==> src/rtl/bme_pkg.sv <==
package bme_pkg;

  // Sequencer phases of the exponentiation engine
  typedef enum logic [2:0] {
    ST_IDLE = 3'd0,  // waiting for a job
    ST_BRED = 3'd1,  // masked base reduced into masked modulus
    ST_SQR  = 3'd2,  // accumulator squared
    ST_MUL  = 3'd3,  // accumulator times base
    ST_FRED = 3'd4   // final reduction by the true modulus
  } bme_state_t;

endpackage

==> src/rtl/bme_blind_prep.sv <==
// Forms the masked operands from the caller's values and random words.
module bme_blind_prep #(
  parameter int NW = 16,
  parameter int RW = 8,
  localparam int WW = NW + RW
) (
  input  logic [NW-1:0] x,
  input  logic [NW-1:0] d,
  input  logic [NW-1:0] n,
  input  logic [NW-1:0] phi,
  input  logic [RW-1:0] r1,
  input  logic [RW-1:0] r2,
  input  logic [RW-1:0] r3,
  output logic [WW-1:0] xb,
  output logic [WW-1:0] db,
  output logic [WW-1:0] nb
);

  // Every sum below is at most 2^RW * (2^NW - 1), so WW bits never overflow
  always_comb begin
    xb = WW'(x) + (WW'(r1) * WW'(n));
    db = WW'(d) + (WW'(r2) * WW'(phi));
    nb = WW'(r3) * WW'(n);
  end

endmodule

==> src/rtl/bme_msb_locate.sv <==
// Finds the position of the highest set bit of a vector.
module bme_msb_locate #(
  parameter int W = 24,
  localparam int IW = $clog2(W)
) (
  input  logic [W-1:0]  vec,
  output logic [IW-1:0] idx,
  output logic          found
);

  always_comb begin
    idx   = '0;
    found = |vec;
    for (int i = 0; i < W; i++) begin
      if (vec[i]) idx = IW'(i);
    end
  end

endmodule

==> src/rtl/bme_modmul.sv <==
// Bit-serial modular multiplier: p = a*b mod m, one bit of a per cycle,
// MSB first. Needs b <= m and m >= 1.
module bme_modmul #(
  parameter int W = 24,
  localparam int CW = $clog2(W + 1)
) (
  input  logic         clk,
  input  logic         rst_n,
  input  logic         go,
  input  logic [W-1:0] a,
  input  logic [W-1:0] b,
  input  logic [W-1:0] m,
  output logic         done,
  output logic [W-1:0] p
);

  logic          run_q, run_d;
  logic          done_q, done_d;
  logic [CW-1:0] cnt_q, cnt_d;
  logic [W-1:0]  ash_q, ash_d;
  logic [W-1:0]  b_q, b_d;
  logic [W-1:0]  m_q, m_d;
  logic [W-1:0]  acc_q, acc_d;
  logic [W:0]    dbl, dbl_r, sum, sum_r;

  // One Horner step: acc = (2*acc + bit*b) mod m, two conditional subtractions
  always_comb begin
    dbl   = {acc_q, 1'b0};
    dbl_r = (dbl >= {1'b0, m_q}) ? (dbl - {1'b0, m_q}) : dbl;
    sum   = dbl_r + (ash_q[W-1] ? {1'b0, b_q} : '0);
    sum_r = (sum >= {1'b0, m_q}) ? (sum - {1'b0, m_q}) : sum;
  end

  always_comb begin
    run_d  = run_q;
    cnt_d  = cnt_q;
    ash_d  = ash_q;
    b_d    = b_q;
    m_d    = m_q;
    acc_d  = acc_q;
    done_d = 1'b0;
    if (go) begin
      run_d = 1'b1;
      cnt_d = CW'(W);
      ash_d = a;
      b_d   = b;
      m_d   = m;
      acc_d = '0;
    end else if (run_q) begin
      acc_d = sum_r[W-1:0];
      ash_d = ash_q << 1;
      cnt_d = cnt_q - CW'(1);
      if (cnt_q == CW'(1)) begin
        run_d  = 1'b0;
        done_d = 1'b1;
      end
    end
  end

  always_ff @(posedge clk or negedge rst_n) begin
    if (!rst_n) begin
      run_q  <= 1'b0;
      done_q <= 1'b0;
      cnt_q  <= '0;
      ash_q  <= '0;
      b_q    <= '0;
      m_q    <= '0;
      acc_q  <= '0;
    end else begin
      run_q  <= run_d;
      done_q <= done_d;
      cnt_q  <= cnt_d;
      ash_q  <= ash_d;
      b_q    <= b_d;
      m_q    <= m_d;
      acc_q  <= acc_d;
    end
  end

  assign done = done_q;
  assign p    = acc_q;

  // the partial residue never reaches the modulus while stepping
  p_no_overflow_r8: assert property (@(posedge clk) disable iff (!rst_n)
    run_q |-> (acc_q < m_q));

  // a finished product is a proper residue
  p_result_range_r8: assert property (@(posedge clk) disable iff (!rst_n)
    done_q |-> (acc_q < m_q));

  // completion follows a running interval and ends it
  p_mm_done_r5: assert property (@(posedge clk) disable iff (!rst_n)
    done_q |-> ($past(run_q) && !run_q));

  p_mm_count: assert property (@(posedge clk) disable iff (!rst_n)
    run_q |-> (cnt_q != '0));

endmodule

==> src/rtl/blind_modexp.sv <==
module blind_modexp #(
  parameter int NW = 16,
  parameter int RW = 8,
  localparam int WW = NW + RW,
  localparam int IW = $clog2(WW)
) (
  input  logic          clk,
  input  logic          rst_n,
  input  logic          start,
  input  logic [NW-1:0] x_in,
  input  logic [NW-1:0] d_in,
  input  logic [NW-1:0] n_in,
  input  logic [NW-1:0] phi_in,
  input  logic [RW-1:0] r1_in,
  input  logic [RW-1:0] r2_in,
  input  logic [RW-1:0] r3_in,
  output logic          busy,
  output logic          done,
  output logic [NW-1:0] y
);
  import bme_pkg::*;

  // Reset: asserted asynchronously, released on a clock edge
  logic [1:0] rsync_q;
  logic       rst_core_n;

  always_ff @(posedge clk or negedge rst_n) begin
    if (!rst_n) rsync_q <= 2'b00;
    else        rsync_q <= {rsync_q[0], 1'b1};
  end
  assign rst_core_n = rsync_q[1];

  // Masked operands
  logic [WW-1:0] xb_w, db_w, nb_w;

  bme_blind_prep #(.NW(NW), .RW(RW)) u_prep (
    .x(x_in), .d(d_in), .n(n_in), .phi(phi_in),
    .r1(r1_in), .r2(r2_in), .r3(r3_in),
    .xb(xb_w), .db(db_w), .nb(nb_w)
  );

  bme_state_t    st_q, st_d;
  logic [WW-1:0] xb_q, xb_d, db_q, db_d, nb_q, nb_d;
  logic [NW-1:0] n_q, n_d;
  logic [WW-1:0] base_q, base_d, acc_q, acc_d;
  logic [IW-1:0] idx_q, idx_d;
  logic          go_q, go_d;
  logic          done_q, done_d;
  logic [NW-1:0] y_q, y_d;

  logic [IW-1:0] lead_idx;
  logic          lead_found;

  bme_msb_locate #(.W(WW)) u_lead (
    .vec(db_q), .idx(lead_idx), .found(lead_found)
  );

  // Multiplier operand selection by phase
  logic [WW-1:0] mm_a, mm_b, mm_m, mm_p;
  logic          mm_done;

  always_comb begin
    unique case (st_q)
      ST_SQR: begin
        mm_a = acc_q;  mm_b = acc_q;    mm_m = nb_q;
      end
      ST_MUL: begin
        mm_a = acc_q;  mm_b = base_q;   mm_m = nb_q;
      end
      ST_FRED: begin
        mm_a = acc_q;  mm_b = WW'(1);   mm_m = WW'(n_q);
      end
      default: begin
        mm_a = xb_q;   mm_b = WW'(1);   mm_m = nb_q;
      end
    endcase
  end

  bme_modmul #(.W(WW)) u_mm (
    .clk(clk), .rst_n(rst_core_n), .go(go_q),
    .a(mm_a), .b(mm_b), .m(mm_m),
    .done(mm_done), .p(mm_p)
  );

  // Next-state logic
  always_comb begin
    st_d   = st_q;
    xb_d   = xb_q;
    db_d   = db_q;
    nb_d   = nb_q;
    n_d    = n_q;
    base_d = base_q;
    acc_d  = acc_q;
    idx_d  = idx_q;
    y_d    = y_q;
    go_d   = 1'b0;
    done_d = 1'b0;
    unique case (st_q)
      ST_IDLE: begin
        if (start) begin
          xb_d = xb_w;
          db_d = db_w;
          nb_d = nb_w;
          n_d  = n_in;
          st_d = ST_BRED;
          go_d = 1'b1;
        end
      end
      ST_BRED: begin
        if (mm_done) begin
          base_d = mm_p;
          go_d   = 1'b1;
          if (!lead_found) begin
            acc_d = WW'(1);
            st_d  = ST_FRED;
          end else begin
            acc_d = mm_p;
            if (lead_idx == '0) begin
              st_d = ST_FRED;
            end else begin
              idx_d = lead_idx - IW'(1);
              st_d  = ST_SQR;
            end
          end
        end
      end
      ST_SQR: begin
        if (mm_done) begin
          acc_d = mm_p;
          go_d  = 1'b1;
          if (db_q[idx_q]) begin
            st_d = ST_MUL;
          end else if (idx_q == '0) begin
            st_d = ST_FRED;
          end else begin
            idx_d = idx_q - IW'(1);
            st_d  = ST_SQR;
          end
        end
      end
      ST_MUL: begin
        if (mm_done) begin
          acc_d = mm_p;
          go_d  = 1'b1;
          if (idx_q == '0) begin
            st_d = ST_FRED;
          end else begin
            idx_d = idx_q - IW'(1);
            st_d  = ST_SQR;
          end
        end
      end
      ST_FRED: begin
        if (mm_done) begin
          y_d    = mm_p[NW-1:0];
          done_d = 1'b1;
          st_d   = ST_IDLE;
        end
      end
      default: st_d = ST_IDLE;
    endcase
  end

  // State registers
  always_ff @(posedge clk or negedge rst_core_n) begin
    if (!rst_core_n) begin
      st_q   <= ST_IDLE;
      xb_q   <= '0;
      db_q   <= '0;
      nb_q   <= '0;
      n_q    <= '0;
      base_q <= '0;
      acc_q  <= '0;
      idx_q  <= '0;
      go_q   <= 1'b0;
      done_q <= 1'b0;
      y_q    <= '0;
    end else begin
      st_q   <= st_d;
      xb_q   <= xb_d;
      db_q   <= db_d;
      nb_q   <= nb_d;
      n_q    <= n_d;
      base_q <= base_d;
      acc_q  <= acc_d;
      idx_q  <= idx_d;
      go_q   <= go_d;
      done_q <= done_d;
      y_q    <= y_d;
    end
  end

  assign busy = (st_q != ST_IDLE);
  assign done = done_q;
  assign y    = y_q;

  // an idle request starts a job on the next cycle
  p_accept_r1: assert property (@(posedge clk) disable iff (!rst_core_n)
    (!busy && start) |=> busy);

  // done coincides with busy falling
  p_done_edge_r5: assert property (@(posedge clk) disable iff (!rst_core_n)
    done |-> (!busy && $past(busy)));

  // done lasts one cycle
  p_done_single_r5: assert property (@(posedge clk) disable iff (!rst_core_n)
    done |=> !done);

  // the result moves only with done
  p_y_hold_r7: assert property (@(posedge clk) disable iff (!rst_core_n)
    !$stable(y) |-> done);

  // a running job's masked operands cannot be replaced
  p_ignore_r6: assert property (@(posedge clk) disable iff (!rst_core_n)
    (busy && !done_d) |=> ($stable(xb_q) && $stable(db_q) && $stable(nb_q) && $stable(n_q)));

  // the exponent walk keeps its accumulator and base as proper residues
  p_acc_range_r8: assert property (@(posedge clk) disable iff (!rst_core_n)
    (st_q == ST_SQR || st_q == ST_MUL) |-> ((acc_q < nb_q) && (base_q < nb_q)));

  p_idx_range: assert property (@(posedge clk) disable iff (!rst_core_n)
    busy |-> (idx_q < IW'(WW)));

endmodule

==> config.mk <==
export PLATFORM = sky130hd
export DESIGN_NAME = blind_modexp
export DESIGN_NICKNAME = d
export VERILOG_FILES = /design/src/rtl/bme_pkg.sv /design/src/rtl/bme_blind_prep.sv /design/src/rtl/bme_msb_locate.sv /design/src/rtl/bme_modmul.sv /design/src/rtl/blind_modexp.sv
export SDC_FILE = /design/constraint.sdc
export NUM_CORES = 2
export LEC_CHECK = 0
export BUFFER_PORTS_ARGS = -buffer_cell sky130_fd_sc_hd__buf_4
export CORE_ASPECT_RATIO = 1.1
export CORE_MARGIN = 2
export CORE_UTILIZATION = 55
export CTS_BUF_LIST = sky130_fd_sc_hd__clkbuf_2 sky130_fd_sc_hd__clkbuf_4 sky130_fd_sc_hd__clkbuf_8
export DETAILED_ROUTE_END_ITERATION = 16
export PLACE_DENSITY = 0.72
export SKIP_CTS_REPAIR_TIMING = 1
export SYNTH_ARGS = -nofsm -noshare
export SYNTH_HDL_FRONTEND = slang
export SYNTH_SLANG_ARGS = --single-unit
==> constraint.sdc <==
create_clock -name clk -period 14.4 [get_ports clk]
set_input_delay 2.16 -clock clk [delete_from_list [all_inputs] [get_ports clk]]
set_output_delay 2.16 -clock clk [all_outputs]
set_load 0.01 [all_outputs]
# After elaboration in Yosys (flattened, before gate mapping)
# Index checks and enable logic that the tools add are counted.
[totals]
regBits = 267
latch_bits = 0
ram_bits = 0
rom_bits = 0
input_bits = 91
memories = 0
[classes]
add_sub_neg = 8
mul = 3
n_div = 0
order_cmp = 3
eq_ne = 14
shifts = 0
mux = 69
bitwise_logic = 0
n_reduce_logical = 17
[op_table]
columns = ["operator", "n"]
rows = [
  ["24-bit 2-to-1 mux", 11],
  ["24-bit one-hot mux with 2 select lines", 2],
  ["5-bit 2-to-1 mux", 17],
  ["8-bit by 16-bit multiplier with 24-bit output", 3],
  ["25-bit by 24-bit greater-or-equal comparator with 1-bit output", 2],
  ["16-bit by 24-bit adder with 24-bit output", 2],
  ["3-bit 2-to-1 mux", 13],
  ["4-bit 2-to-1 mux", 8],
  ["25-bit by 24-bit adder with 25-bit output", 1],
  ["25-bit 2-to-1 mux", 1],
  ["25-bit by 24-bit subtractor with 25-bit output", 1],
  ["24-bit OR reduction", 1],
  ["24-bit subtractor", 1],
  ["3-bit one-hot mux with 5 select lines", 1],
  ["5-bit one-hot mux with 3 select lines", 1],
  ["5-bit by 1-bit subtractor with 5-bit output (second input constant)", 3],
  ["1-bit 2-to-1 mux", 11],
  ["5-bit zero test", 2],
  ["2-bit by 1-bit != test with 1-bit output (second input constant)", 5],
  ["2-bit != test (second input constant)", 4],
  ["7-bit AND reduction", 1],
  ["3-bit by 2-bit equality test with 1-bit output (second input constant)", 2],
  ["5-bit by 6-bit < comparator with 1-bit output (second input constant)", 1],
  ["2-bit AND reduction", 3],
  ["13 further kinds", 17],
]

# Logic depth before layout (Yosys ltp)
[depth]
ltp_word = 28
ltp_mapped = 34

# Modules after synthesis
# Synthesis repeated with hierarchy kept, for this count alone.
[hier_totals]
hier_cells = 3119
area_unflattened_um2 = 29266.8
[by_module_without_submodules]
columns = ["module", "n_inst", "cells_each", "area_each_um2"]
rows = [
  ["bme_blind_prep", 1, 1538, 13027.5],
  ["bme_modmul", 1, 1010, 8590.7],
  ["blind_modexp", 1, 523, 7375.8],
  ["bme_msb_locate", 1, 48, 272.8],
]

# Worst setup path before layout
# No wires, ideal clock.
[synth_path]
kind = "flip-flop to flip-flop"
start = "reg u_mm.m_q[1]"
end = "reg u_mm.acc_q[10], in the netlist u_mm.p[10]"
setup_time_ns = 0.094
arrival_ns = 7.332
t_required_ns = 14.306
slack_ns = 6.974
stages_incl_launch_ff = 34
n_path_buf = 3
synth_period_minus_slack_ns = 7.426
path_cell_list = "dfrtp_1 inv_1 ha_1 nor2b_1 o31a_1 o211a_1 o211ai_1 a21o_1 nand2_1 a31oi_1 clkbuf_1 nor2_1 ha_1 fa_1 a211oi_1 o21ai_0 a31o_1 a221o_1 a31oi_4 nand2b_1 xnor2_1 ha_1 a21o_1 a21o_1 a21oi_1 o21ai_0 nor3_1 a21o_1 or4b_4 and2_4 buf_6 buf_6 mux2i_1 a211oi_1"
[synth_via]
elab_chain_len = 7
elab_cells_between_ends = 9
[synth_lines]
columns = ["element", "line", "text"]
rows = [
  ["start: declaration", "bme_modmul.sv:22", "logic [W-1:0] m_q, m_d;"],
  ["start signal: assignment", "bme_modmul.sv:75", "m_q <= m_d;"],
  ["25-bit by 24-bit subtractor with 25-bit output / 25-bit by 24-bit greater-or-equal comparator with 1-bit output (equally long branches)", "bme_modmul.sv:29", "dbl_r = (dbl >= {1'b0, m_q}) ? (dbl - {1'b0, m_q}) : dbl;"],
  ["25-bit 2-to-1 mux", "bme_modmul.sv:29", ""],
  ["25-bit by 24-bit adder with 25-bit output", "bme_modmul.sv:30", "sum = dbl_r + (ash_q[W-1] ? {1'b0, b_q} : '0);"],
  ["24-bit subtractor / 25-bit by 24-bit greater-or-equal comparator with 1-bit output (equally long branches)", "bme_modmul.sv:31", "sum_r = (sum >= {1'b0, m_q}) ? (sum - {1'b0, m_q}) : sum;"],
  ["24-bit 2-to-1 mux (*)", "bme_modmul.sv:31", ""],
  ["24-bit 2-to-1 mux (*)", "bme_modmul.sv:49", "end else if (run_q) begin"],
  ["24-bit 2-to-1 mux (*)", "bme_modmul.sv:42", "if (go) begin"],
  ["end signal: assignment", "bme_modmul.sv:68", "acc_q <= '0;"],
  ["end signal: assignment", "bme_modmul.sv:76", "acc_q <= acc_d;"],
  ["end: declaration", "bme_modmul.sv:23", "logic [W-1:0] acc_q, acc_d;"],
]
# Every way passes the cells marked *; elsewhere a longest branch is shown, timed or not. The select of a mux whose other input is x is not followed.
# A chain may end at the register's enable or synchronous reset.

# Worst setup path in the final report
[layout_path]
start = "reg u_mm.m_q[1]"
end = "reg u_mm.acc_q[5], in the netlist u_mm.p[5]"
# Same word-level chain as after synthesis.

==> impl_metrics.py <==
metrics = {
    "pwr": {
        "switchingPower_mw": 1.42,
        "power.density_nw_per_um2": 114,
        "p_leak_nw": 15.0,
        "vdd_drop_max_uv": 94.1,
        "internal_power_mw": 1.96,
        "seq_power_share_pct": 22.3,
        "power_frac_clock_pct": 21.4,
        "netSwitchingFraction_pct": 42.0,
        "combPwrFrac_pct": 56.3,
    },
    "clocking": {
        "cts_root_buffer": "clkbuf_8",
        "cts.sinks": 267,
        "cts_buffers": 43,
        "cts_buffer_depth": 3,
        "path_clk_slew_ns": 0.06,
        "clk-insertion-delay-late_ns": 0.58,
        "htree_levels": 2,
        "tritoncts": "yes",
    },
    "grt": {
        "antenna_found_initial": 1,
        "grt_pass1_wl_um": 115000,
        "grt_max_degree": 98,
        "grt_pass1_vias": 22100,
        "overflow": 0,
        "track_usage_pct": 27.7,
    },
    "layout": {
        "fill_cells": 4325,
        "final_cells": 3775,
        "area_growth_pct": 8.19,
        "layout-drive-gt1-share_pct": 8.80,
        "multi_input_area_um2": 19000,
        "fin_nets": 3667,
        "regArea_um2": 6690,
    },
    "floorplanning": {
        "core_area_um2": 49800,
        "num_io_pins": 109,
        "start_util_pct": 55.3,
        "fp.dieW_um": 217,
        "row_count": 86,
        "die-area_um2": 51900,
        "die_h_um": 239,
    },
    "worst_setup_path": {
        "max_stage_delay_ns": 0.51,
        "path_delay_family": "compound AO/OA/AOI/OAI gates",
        "critPathKind": "reg2reg",
        "slowest_stage": "or4b_4",
        "critPathArrivalTime_ns": 8.52,
        "critPathCaptureType": "register",
        "crit_path_start_kind": "register",
        "crit_buf_inv": 2,
        "cp.required_ns": 14.85,
        "path_max_fanout": 27,
        "worst_path_most_repeated_cell": "a21o_1",
    },
    "routing": {
        "routed_via_density": 5.69,
        "drc": 0,
        "drtIter0Drc": 1217,
        "post_drt_wl_per_cell_um": 18.3,
        "drtAntennaViolNets": 0,
        "dr.pass1.iters": 7,
        "vias": 21500,
        "drt-total-wl_um": 69000,
    },
    "synth": {
        "synth_async_sr_flop_share_pct": 100,
        "synth_cells": 3043,
        "synth_top_area_share_pct": 24.3,
        "ys_warn_count": 0,
        "synth_seq_cells": 267,
        "synth-edff-count": 0,
        "synth.cell_area_um2": 27500,
        "yosys-top-cells-area": "dfrtp_1, fa_1, ha_1",
        "synth_cell_types": 73,
        "syn_nets": 3628,
        "yosysSeqAreaShare_pct": 24.3,
        "yosys.area.top_type": "dfrtp_1",
        "synth.avg_cell_area_um2": 9.05,
        "dominantRegCellSynth": "dfrtp_1",
    },
    "timing": {
        "hold_violations": 0,
        "final.period_utilization_pct": 56.0,
        "min_period_ns": 8.07,
        "slew_headroom_pct": 14.0,
        "fin_skew_ns": 0.0288,
        "tightest_slew_ns": 1.26,
        "setup-tns-final_ns": 0,
        "timing.final.ws_setup_ns": 6.33,
        "rsz0062_at_grt": "false",
        "finalSetupViolations": 0,
        "drv_slew": 0,
        "fmax_ghz": 0.124,
    },
    "run": {
        "drv_cap": 0,
    },
    "status": {
        "outcome": "completed",
    },
    "placed_design": {
        "numPortBuffers": 108,
        "pre_cts_ws_ns": 6.39,
        "placed_cells_incl_taps": 3697,
        "finalWeightedCongestion": 0.976,
        "hpwlAfterDp_um": 53200,
    },
    "worst_hold_path": {
        "hold_path.class": "reg2reg",
    },
}
==> layer usage <==
| layer | vias to the layer above | wire [µm] | global-route usage (%) | part of all wire, % |
|---|---|---|---|---|
| met3 | 114 | 3360 | 2.95 | 4.9 |
| met5 | - | 0 | 0 | 0 |
| met2 | 607 | 32700 | 46.3 | 47 |
| met4 | 0 | 1620 | 7.72 | 2.3 |
| met1 | 10600 | 31400 | 38.4 | 45 |
| li1 | 10100 | - | - | - |
==> logic make-up (layout without fill, tap and decap cells) <==
kind of cell | after synthesis | after routing | share of synthesized area (%)
AOI/OAI and AO/OA | 568 | 568 | 13.2
xor gates and xnor gates | 112 | 112 | 3.56
adders and majority gates | 494 | 494 | 30.3
buffers and inverters | 515 | 586 | 7.10
DFF | 267 | 267 | 24.3
muxes | 136 | 136 | 5.41
other | 1 | 2 | 0.0136
and+or+nand+nor | 950 | 950 | 16.2
==> power by group through the flow <==
stage               Sequential, mW  Clock, mW  Combinational, mW
global placement             0.768          0               1.84
floorplan                    0.775          0               1.43
global route                 0.754      0.774               2.19
CTS                          0.754      0.742               1.91
finish                       0.754      0.726               1.91
detailed placement           0.768          0               1.89
==> state kept, by name, summed over array words and instances (netlist names), 2 cells and up <==
signal      count
idx_q           5
db_q           24
u_mm.p         24
st_q            3
xb_q           24
rsync_q         2
acc_q          24
n_q            16
u_mm.ash_q     24
u_mm.b_q       24
nb_q           24
base_q         24
u_mm.m_q       24
u_mm.cnt_q      5
y              16
==> cell type report <==
class                      count  area share [%]
clock inverter                12           0.395
tap                          660            2.77
inverter                     387            4.87
clock buffer                  65            2.81
multi-input combinational   2261            63.6
antenna                        1         0.00840
timing repair buffer         122            3.07
sequential                   267            22.4
==> through the flow <==
stage	power [mW]	hold slack, ns	instance area [µm²]	util (%)
6_report	3.39	0.354	29800	59.8
5_1_grt	3.72	0.376	29800	59.8
4_1_cts	3.40	0.353	29800	59.8
3_5_place_dp	2.66	0.341	28800	57.9
3_3_place_gp	2.61	0.339	28800	57.9
2_1_floorplan	2.20	0.331	27500	-
==> synth_stat cells (all sizes together) (65+ instances only) <==
master,number
nor2,124
ha,207
inv,387
mux2i,87
clkbuf,117
nand2,460
o21ai,126
a21oi,148
fa,287
dfrtp,267
and2,183
xnor2,65
==> layout by cell type (no fill, tap or decap), types with 35 or more instances in the layout <==
| master | synthesis | routed |
|---|---|---|
| o22ai_1 | 35 | 35 |
| nor2b_1 | 41 | 41 |
| a211oi_1 | 60 | 60 |
| mux2i_1 | 87 | 87 |
| and2_1 | 182 | 182 |
| nand2_1 | 460 | 459 |
| clkbuf_8 | 0 | 56 |
| inv_1 | 387 | 387 |
| xor2_1 | 47 | 47 |
| xnor2_1 | 65 | 65 |
| a21oi_1 | 148 | 148 |
| fa_1 | 287 | 287 |
| dfrtp_1 | 267 | 264 |
| a21o_1 | 49 | 49 |
| ha_1 | 207 | 207 |
| buf_4 | 0 | 122 |
| nor2_1 | 124 | 122 |
| mux2_2 | 43 | 43 |
| o21ai_0 | 124 | 124 |
==> final timing paths <==
path                       cells after the start        endpoint        start  slack, ns
min                                            0      rsync_q[1]   rsync_q[0]       0.35
max in group asynchronous                      2  u_mm.ash_q[20]   rsync_q[1]      11.65
max reg2reg                                   31       u_mm.p[5]  u_mm.m_q[1]       6.33
max                                           31       u_mm.p[5]  u_mm.m_q[1]       6.33
min in group asynchronous                      0   u_mm.cnt_q[2]   rsync_q[1]       0.40
min reg2reg                                    0      rsync_q[1]   rsync_q[0]       0.35
Note: power is estimated with default switching activity, not from simulation.
